===== src/rtl/refill_tlb_pkg.sv =====
package refill_tlb_pkg;
  parameter int unsigned TLB_WAYS  = 4;
  parameter int unsigned TLB_SETS  = 16;
  parameter int unsigned VA_W      = 32;
  parameter int unsigned PAGE_BITS = 13;
  parameter int unsigned PID_W     = 8;
  parameter int unsigned LFSR_W    = 16;
  parameter logic [LFSR_W-1:0] LFSR_SEED = 16'hCCCC;
  parameter logic [LFSR_W-1:0] LFSR_TAPS = 16'h8805;

  // lo-word attribute bit positions (software-visible encoding)
  parameter int unsigned LO_G_BIT = 4;
  parameter int unsigned LO_V_BIT = 3;
  parameter int unsigned LO_K_BIT = 2;

  localparam int unsigned WAY_W = $clog2(TLB_WAYS);
  localparam int unsigned IDX_W = $clog2(TLB_SETS);
  localparam int unsigned VPN_W = VA_W - PAGE_BITS;
  localparam int unsigned SEL_W = IDX_W + WAY_W;

  typedef struct packed {
    logic [VPN_W-1:0] vpn;
    logic [PID_W-1:0] pid;
    logic [VPN_W-1:0] pfn;
    logic             glob;
    logic             valid;
    logic             kern;
  } tlbEntry_t;

  typedef struct packed {
    logic             hit;
    logic             fault;
    logic             miss;
    logic [WAY_W-1:0] way;
  } tlbStrobes_t;
endpackage


===== src/rtl/refill_tlb_ctrl.sv =====
module refill_tlb_ctrl
  import refill_tlb_pkg::*;
(
  input  logic                clk,
  input  logic                rstN,
  input  logic                reqValid,
  input  logic                reqUser,
  input  logic                kprotEn,
  input  logic [TLB_WAYS-1:0] matchVec,
  input  logic [TLB_WAYS-1:0] kernVec,
  output tlbStrobes_t         strobes
);
  logic             found;
  logic [WAY_W-1:0] pickWay;
  logic             protViolation;

  // lowest-numbered matching way wins: scan downward, last assignment sticks
  always_comb begin
    found   = 1'b0;
    pickWay = '0;
    for (int w = TLB_WAYS - 1; w >= 0; w--) begin
      if (matchVec[w]) begin
        found   = 1'b1;
        pickWay = WAY_W'(w);
      end
    end
  end

  assign protViolation = kprotEn && reqUser && kernVec[pickWay];

  always_comb begin
    strobes.hit   = reqValid && found && !protViolation;
    strobes.fault = reqValid && found && protViolation;
    strobes.miss  = reqValid && !found;
    strobes.way   = pickWay;
  end

  p_outcome_onehot_r3: assert property (@(posedge clk) disable iff (!rstN)
    $onehot0({strobes.hit, strobes.fault, strobes.miss}));

  p_miss_no_match_r2: assert property (@(posedge clk) disable iff (!rstN)
    strobes.miss |-> (matchVec == '0));

  p_lowest_way_r4: assert property (@(posedge clk) disable iff (!rstN)
    (strobes.hit || strobes.fault) |->
      (matchVec[strobes.way] && ((matchVec & ~({TLB_WAYS{1'b1}} << strobes.way)) == '0)));

  p_fault_needs_user_r5: assert property (@(posedge clk) disable iff (!rstN)
    strobes.fault |-> (reqUser && kprotEn));
endmodule


===== src/rtl/refill_tlb_dpath.sv =====
module refill_tlb_dpath
  import refill_tlb_pkg::*;
(
  input  logic                clk,
  input  logic                rstN,
  input  logic                reqValid,
  input  logic [VA_W-1:0]     reqVaddr,
  input  logic [PID_W-1:0]    reqPid,
  input  logic                wrEn,
  input  logic [WAY_W-1:0]    wrWay,
  input  logic [IDX_W-1:0]    wrIndex,
  input  logic [VA_W-1:0]     wrHi,
  input  logic [VA_W-1:0]     wrLo,
  input  tlbStrobes_t         strobes,
  output logic [TLB_WAYS-1:0] matchVec,
  output logic [TLB_WAYS-1:0] kernVec,
  output logic                rspValid,
  output logic                rspHit,
  output logic                rspFault,
  output logic [VPN_W-1:0]    rspFrame,
  output logic [SEL_W-1:0]    refillSel
);
  tlbEntry_t        tblQ [TLB_WAYS][TLB_SETS];
  tlbEntry_t        wrEntry;
  logic [IDX_W-1:0] reqIdx;
  logic [VPN_W-1:0] reqVpn;
  logic [LFSR_W-1:0] lfsrQ;
  logic [LFSR_W-1:0] lfsrNext;
  logic             unusedBits;

  assign unusedBits = ^{reqVaddr[PAGE_BITS-1:0], wrHi[PAGE_BITS-1:PID_W],
                        wrLo[PAGE_BITS-1:LO_G_BIT+1], wrLo[LO_K_BIT-1:0]};

  assign reqIdx = reqVaddr[PAGE_BITS +: IDX_W];
  assign reqVpn = reqVaddr[VA_W-1:PAGE_BITS];

  always_comb begin
    wrEntry.vpn   = wrHi[VA_W-1:PAGE_BITS];
    wrEntry.pid   = wrHi[PID_W-1:0];
    wrEntry.pfn   = wrLo[VA_W-1:PAGE_BITS];
    wrEntry.glob  = wrLo[LO_G_BIT];
    wrEntry.valid = wrLo[LO_V_BIT];
    wrEntry.kern  = wrLo[LO_K_BIT];
  end

  // entry storage: a same-cycle write is visible only from the next cycle
  always_ff @(posedge clk) begin
    if (!rstN) begin
      for (int w = 0; w < TLB_WAYS; w++)
        for (int s = 0; s < TLB_SETS; s++)
          tblQ[w][s] <= '0;
    end else if (wrEn) begin
      tblQ[wrWay][wrIndex] <= wrEntry;
    end
  end

  // one comparator per way
  for (genvar w = 0; w < TLB_WAYS; w++) begin : g_way
    tlbEntry_t ent;
    assign ent         = tblQ[w][reqIdx];
    assign matchVec[w] = ent.valid && (ent.vpn == reqVpn) &&
                         (ent.glob || (ent.pid == reqPid));
    assign kernVec[w]  = ent.kern;
  end

  assign lfsrNext = {^(lfsrQ & LFSR_TAPS), lfsrQ[LFSR_W-1:1]};

  always_ff @(posedge clk) begin
    if (!rstN) begin
      rspValid  <= 1'b0;
      rspHit    <= 1'b0;
      rspFault  <= 1'b0;
      rspFrame  <= '0;
      refillSel <= '0;
      lfsrQ     <= LFSR_SEED;
    end else begin
      rspValid <= reqValid;
      rspHit   <= strobes.hit;
      rspFault <= strobes.fault;
      rspFrame <= strobes.hit ? tblQ[strobes.way][reqIdx].pfn : '0;
      if (strobes.miss)
        refillSel <= {lfsrQ[WAY_W-1:0], reqIdx};
      else if (strobes.fault)
        refillSel <= {strobes.way, reqIdx};
      if (strobes.miss || strobes.fault)
        lfsrQ <= lfsrNext;
    end
  end

  p_lfsr_nonzero_r6: assert property (@(posedge clk) disable iff (!rstN)
    lfsrQ != '0);

  p_lfsr_hold_on_hit_r6: assert property (@(posedge clk) disable iff (!rstN)
    rspHit |-> $stable(lfsrQ));

  p_sel_hold_on_hit_r9: assert property (@(posedge clk) disable iff (!rstN)
    rspHit |-> $stable(refillSel));

  p_sel_index_r7: assert property (@(posedge clk) disable iff (!rstN)
    (reqValid && !strobes.hit) |=> (refillSel[IDX_W-1:0] == $past(reqIdx)));

  p_frame_zero_r3: assert property (@(posedge clk) disable iff (!rstN)
    !rspHit |-> (rspFrame == '0));

  p_idle_quiet_r11: assert property (@(posedge clk) disable iff (!rstN)
    !rspValid |-> (!rspHit && !rspFault));
endmodule


===== src/rtl/refill_tlb.sv =====
module refill_tlb
  import refill_tlb_pkg::*;
(
  input  logic                 clk,
  input  logic                 rstN,
  input  logic                 reqValid,
  input  logic [VA_W-1:0]      reqVaddr,
  input  logic [PID_W-1:0]     reqPid,
  input  logic                 reqUser,
  input  logic                 kprotEn,
  input  logic                 wrEn,
  input  logic [WAY_W-1:0]     wrWay,
  input  logic [IDX_W-1:0]     wrIndex,
  input  logic [VA_W-1:0]      wrHi,
  input  logic [VA_W-1:0]      wrLo,
  output logic                 rspValid,
  output logic                 rspHit,
  output logic                 rspFault,
  output logic [VPN_W-1:0]     rspFrame,
  output logic [SEL_W-1:0]     refillSel
);
  tlbStrobes_t         strobes;
  logic [TLB_WAYS-1:0] matchVec;
  logic [TLB_WAYS-1:0] kernVec;

  refill_tlb_ctrl ctrl_i (
    .clk      (clk),
    .rstN     (rstN),
    .reqValid (reqValid),
    .reqUser  (reqUser),
    .kprotEn  (kprotEn),
    .matchVec (matchVec),
    .kernVec  (kernVec),
    .strobes  (strobes)
  );

  refill_tlb_dpath dpath_i (
    .clk       (clk),
    .rstN      (rstN),
    .reqValid  (reqValid),
    .reqVaddr  (reqVaddr),
    .reqPid    (reqPid),
    .wrEn      (wrEn),
    .wrWay     (wrWay),
    .wrIndex   (wrIndex),
    .wrHi      (wrHi),
    .wrLo      (wrLo),
    .strobes   (strobes),
    .matchVec  (matchVec),
    .kernVec   (kernVec),
    .rspValid  (rspValid),
    .rspHit    (rspHit),
    .rspFault  (rspFault),
    .rspFrame  (rspFrame),
    .refillSel (refillSel)
  );
endmodule


===== config.mk =====
export PLATFORM = sky130hd
export DESIGN_NAME = refill_tlb
export DESIGN_NICKNAME = d
export VERILOG_FILES = /design/src/rtl/refill_tlb_pkg.sv /design/src/rtl/refill_tlb_ctrl.sv /design/src/rtl/refill_tlb_dpath.sv /design/src/rtl/refill_tlb.sv
export SDC_FILE = /design/constraint.sdc
export NUM_CORES = 2
export LEC_CHECK = 0
export BUFFER_PORTS_ARGS = -buffer_cell sky130_fd_sc_hd__buf_2
export CORE_UTILIZATION = 50
export DETAILED_ROUTE_END_ITERATION = 8
export HOLD_SLACK_MARGIN = 0.02
export MAX_ROUTING_LAYER = met4
export PLACE_DENSITY = 0.74
export SKIP_CTS_REPAIR_TIMING = 1
export SYNTH_ARGS = -nofsm -noshare
export SYNTH_HDL_FRONTEND = slang
export SYNTH_SLANG_ARGS = --single-unit

===== constraint.sdc =====
create_clock -name clk -period 6.32 [get_ports clk]
set_clock_uncertainty 0.15 [all_clocks]
set_input_delay 0.948 -clock clk [delete_from_list [all_inputs] [get_ports clk]]
set_output_delay 0.948 -clock clk [all_outputs]
set_load 0.05 [all_outputs]

## Word-level counts from Yosys, hierarchy flattened

Memories as Yosys holds them, arrays and structs flattened.
Index checks and enable logic that the tools add are counted.

- Magnitude comparators: 4
- Reductions and logical operators: 26
- Equality and inequality tests: 8
- Multiplexer cells: 36
- Bitwise logic cells: 2

Operator list:

| cell | count |
|---|---|
| two-way mux 784 bit | 3 |
| binary-select mux 49 bit (select 4 bit) | 5 |
| OR reduction 784 bit | 1 |
| two-way mux 49 bit | 9 |
| demux 49 bit (select 4 bit) | 1 |
| equality test 19 bit | 4 |
| two-way mux 22 bit | 2 |
| equality test 8 bit | 4 |
| parity 16 bit | 1 |
| logical AND 1 bit | 15 |
| two-way mux 6 bit | 2 |
| >= comparator 5 bit (second input constant) | 2 |
| two-way mux 2 bit | 5 |
| inverter 4 -> 5 bit | 2 |
| two-way mux 1 bit | 8 |
| logical OR 1 bit | 5 |
| < comparator 5 x 1 -> 1 bit (second input constant) | 1 |
| < comparator 2 x 3 -> 1 bit (second input constant) | 1 |
| binary-select mux 1 bit (select 2 bit) | 1 |
| zero test 1 bit | 2 |
| AND reduction 2 bit | 1 |
| nonzero test 2 bit | 1 |

- Logic and storage cells: 83
- Bits in writable memories: 3136
- Output and inout port bits: 28
- Bits in registers: 44
- Input bits: 116
- Memories: 1

Memories:

| name | depth | bits a word | rd ports | clocked after memory_dff | write ports | RTL line | source |
|---|---|---|---|---|---|---|---|
| dpath_i.tblQ | 4 | 784 | 5 | 0 | 4 | refill_tlb_dpath.sv:23 | `tlbEntry_t tblQ [TLB_WAYS][TLB_SETS];` |

## Logic depth before layout (Yosys ltp)

- Word-level depth: 17
- Gate-level depth with buffers: 24
- Mapped depth without buffers: 15

## Cells and area by module

Synthesis repeated with hierarchy kept, for this count alone.

- Cells, all modules: 9297
- Area total of the unflattened synthesis: 144848.9 um^2

By module, submodules not included:

| module | area each (um^2) | instances | cells an instance | sequential area each (um^2) |
|---|---|---|---|---|
| refill_tlb_dpath | 144740.1 | 1 | 9279 | 95051.2 |
| refill_tlb_ctrl | 108.9 | 1 | 18 | 0.0 |

## Worst setup path before layout

OpenSTA, ideal clock, no wires.

- Path type: input -> register
- From: input wrWay[0]
- To: memory dpath_i.tblQ[0][0] (netlist name) (enable)
- Library setup time: 0.523 ns
- Stages on the path: 5
- Buffers on the path: 3
- Arrival time: 5.191 ns
- Required time: 5.647 ns
- Path slack: 0.455 ns
- Path through: or2_2 > clkbuf_1 > clkbuf_1 > clkbuf_1 > o21ai_0

RTL lines:

| element | RTL line | source |
|---|---|---|
| from (decl) | refill_tlb.sv:12 | `input logic [WAY_W-1:0] wrWay,` |
| to (decl) | refill_tlb_dpath.sv:23 |  |

## Worst setup path after layout

- From: input reqVaddr[13]
- To: register dpath_i.rspFrame[15]

- Longest elaborated chain between the ends: 17
- Elaborated cells between the ends (all ways): 52
- Those cells by class: eq/ne: 8; mux: 25; bitwise: 1; reduce/logical: 17; memory: 1

Ends and longest elaborated chain:

| element | RTL line | source |
|---|---|---|
| from (decl) | refill_tlb.sv:7 | `input logic [VA_W-1:0] reqVaddr,` |
| branches (longest 17 deep; another with memory (4 x 784 bit)) | - |  |
| to (signal assigned) | refill_tlb_dpath.sv:80 | `rspFrame <= strobes.hit ? tblQ[strobes.way][reqIdx].pfn : '0;` |
| to (decl) | refill_tlb_dpath.sv:20 | `output logic [VPN_W-1:0] rspFrame,` |

Several ways; the timed one is not identified. The select of a mux whose other input is x is not followed.
A chain may end at the register's enable or synchronous reset.

==> impl_metrics.tcl <==
set metrics [dict create \
    grt_pass1_vias 96210 \
    gp_congestion 0.9574 \
    fp-row-count 199 \
    path_buf_inv 7 \
    peakVddDrop_mv 0.3229 \
    synth_top_area_cell "edfxtp_1" \
    synth_seq_cells 3180 \
    reg2reg_from "dpath_i.tblQ[0][576]" \
    maxCapViolCount 1 \
    drt-total-wl_um 498200 \
    overflow 0 \
    worstPathArrival_ps 6900 \
    cp-end-kind "flip-flop" \
    max_freq_mhz 161.1 \
    clock_path_buffers 4 \
    path_class "in -> reg" \
    ys_types 98 \
    post_synth.cell_area_avg_um2 13.67 \
    crit_start "reqVaddr[13]" \
    yosysSeqAreaShare_pct 64.02 \
    cts_htree_levels 5 \
    core_area_um2 294600 \
    ys_warn_count 0 \
    avgViaCountPerCell 6.442 \
    synth_top_area_share_pct 63.43 \
    drtIter0Drc 15650 \
    wl_met3_um 69360 \
    place_area_um2 158000 \
    finalHoldViolations 0 \
    grt_use_total_pct 33.92 \
    antenna_found_initial 58 \
    die_h_um 546.9 \
    syn_to_final_growth_pct 13.32 \
    die_w_um 546.9 \
    ys.flop_type "edfxtp_1" \
    postSynthNetCount 10980 \
    grt_pass1_wl_um 698700 \
    outcome "finished, violations left" \
    regToRegSetupSlack_ps 550 \
    crit_slowest_cell "a2111oi_2" \
    worstSetupEndpoint "dpath_i.rspFrame[15]" \
    port_buffers 115 \
    critical_path_depth 19 \
    dp_hpwl_um 298000 \
    pin_count 144 \
    ant_nets 0 \
    crit_path_max_incr_delay_ps 800 \
    cts_buffers 328 \
    clock_latency_ps 910 \
    wl_met1_um 168700 \
    final-setup-viol-count 0 \
    first_pass_iters 6 \
    final_area_um2 168300 \
    worstPathRequired_ps 7010 \
    synthArstFlopShare_pct 0 \
    synth-edff-count 3136 \
    die-area_um2 299100 \
    cts_tree "done" \
    fin_crit_sh_pct 98.21 \
    top_layer_used "met4" \
    drive_gt1_share_pct 17.80 \
    crit_path_max_fanout 17 \
    drv_slew 30 \
    synth_area_um2 148500 \
    tns_ps 0 \
    cts-root-buf "clkbuf_16" \
    fill_cells 22440 \
    worst_slew_pin_slew_ps 1541 \
    r2r_end "dpath_i.rspFrame[15]" \
    grt_max_degree 148 \
    vias 97860 \
    violations "max-capacitance violations, max-slew violations" \
    worst-r2r-cell-count 19 \
    cts.sinks 3180 \
    cp_top_family "compound AO/OA/AOI/OAI gates" \
    relSlewSlack_pct -2.968 \
    cellLeakagePower_uw 0.06069 \
    critPathLaunchType "input pin" \
    pwr_density_cell_nw_per_um2 282.2 \
    place_ws_ps -904.5 \
    crit_path_frequent_cell "buf_4" \
    hold_path_class "in -> reg" \
    period_needed_ps 6207 \
    post_synth_main_area_contributors "edfxtp_1, and2_1, mux4_2" \
    clkTransAtPathRegs_ps 60 \
    drc 0 \
    crit_chain "buf_8 -> buf_12 -> buf_4 -> mux4_2 -> a221oi_1 -> xnor2_1 -> o211ai_1 -> o31ai_1 -> nand4_2 -> buf_12 -> o22ai_4 -> nand2_4 -> buf_4 -> buf_4 -> a222oi_1 -> o2111ai_1 -> a2111oi_2 -> buf_4 -> o21a_1" \
    syn_inst 10860 \
    wl_met2_um 223700 \
    rsz0062_at_grt "no" \
    wl_per_cell_um 32.79 \
    start_util_pct 50.41 \
    setup_ws_ps 113.3 \
    multi_input_area_um2 49570 \
    seqCellArea_um2 95050 \
    min_from "rstN" \
    nets 11110 \
]
report_power, final:
group / internal (uW) / switching (uW) / leakage (uW)
Sequential: 24200 / 309 / 0.0302
Clock: 10800 / 8210 / 0.00497
Combinational: 1310 / 2630 / 0.0256
Total: 36300 / 11100 / 0.0607
synth_stat cells (28+ instances only):
cell type  instances
clkbuf_1         791
xnor2_1           83
buf_6             38
a21oi_1           85
a21o_1            36
nand2_1          531
nor2_1           176
mux4_2           372
nand3_1          182
and2_1          3145
and3_1            28
xor2_1            33
edfxtp_1        3136
o2111ai_1         39
buf_2            118
dfxtp_1           44
o211ai_1         117
mux2i_1          538
o21ai_0          221
nand4_1           33
nor3b_1           37
inv_1             84
a221oi_1          34
nand2b_1          44
nor3_1            64
a22oi_1           56
buf_4             57
buf_1             86
a31oi_1           92
mux2_2            88
o22ai_1          105
a21boi_0          35
cell usage in the layout (no fill, tap or decap), types with 88 or more instances in the layout:
cell       count
edfxtp_1    3136
mux2i_1      538
buf_2        110
mux2_2        88
o21ai_0      157
clkbuf_16    335
nor2_1       107
buf_4        661
nand2_1      529
and2_1      3144
nand3_1      182
mux4_2       372
o211ai_1     117
buf_12       125
o22ai_1      104
a31oi_1       92
cell families (layout without fill, tap and decap cells):
| logic type | count (synthesis) | count (layout) | synth area share, % |
|---|---|---|---|
| and+or+nand+nor | 4338 | 4338 | 16.97 |
| DFF | 3180 | 3180 | 64.02 |
| xor gates and xnor gates | 116 | 116 | 0.6843 |
| buffers and inverters | 1188 | 1562 | 3.512 |
| muxes | 999 | 999 | 9.947 |
| AOI/OAI and AO/OA | 1041 | 1041 | 4.872 |
| other | 0 | 37 | 0 |
metal layers:
metal / vias to the layer above / GRT usage, %
met1: 48900 / 42.03
met5: - / -
li1: 39490 / -
met2: 7784 / 50.72
met3: 1689 / 7.932
met4: 0 / 20.62
through the flow:
step                utilization, %  total power (uW)  std cells  hold slack [ps]
detailed placement           53.62             28770      14580            304.9
global route                 57.11             48400      15180            259.8
finish                       57.12             47490      15190            255.9
floorplan                        -             26990      10860            285.6
global placement             53.62             28640      14580            294.4
CTS                          57.09             47350      15160            216.4
how the worst min path moves through the flow:
stage                              to  slack, ps  cells after the start
floorplan           dpath_i.lfsrQ[12]        290                      2
global placement    dpath_i.lfsrQ[13]        290                      2
detailed placement  dpath_i.lfsrQ[12]        300                      2
CTS                 dpath_i.lfsrQ[10]        220                      2
global route        dpath_i.lfsrQ[10]        260                      2
finish              dpath_i.lfsrQ[10]        260                      2
flip-flops by register name (all words and copies together), names as in the netlist:
name               count
dpath_i.tblQ        3136
dpath_i.lfsrQ         16
dpath_i.rspValid       1
dpath_i.rspFrame      19
dpath_i.refillSel      6
dpath_i.rspHit         1
dpath_i.rspFault       1
final cells by class:
cell class | instances | share of cell area, %
well taps | 3919 | 2.914
inverters | 89 | 0.2045
diodes | 37 | 0.05503
repair buffers | 901 | 4.805
clock inverters | 154 | 0.8492
multi-input cells | 6494 | 29.46
flip-flops and latches | 3180 | 56.49
clock buffers | 418 | 5.215
No activity file was read; power rests on OpenSTA's default activity.
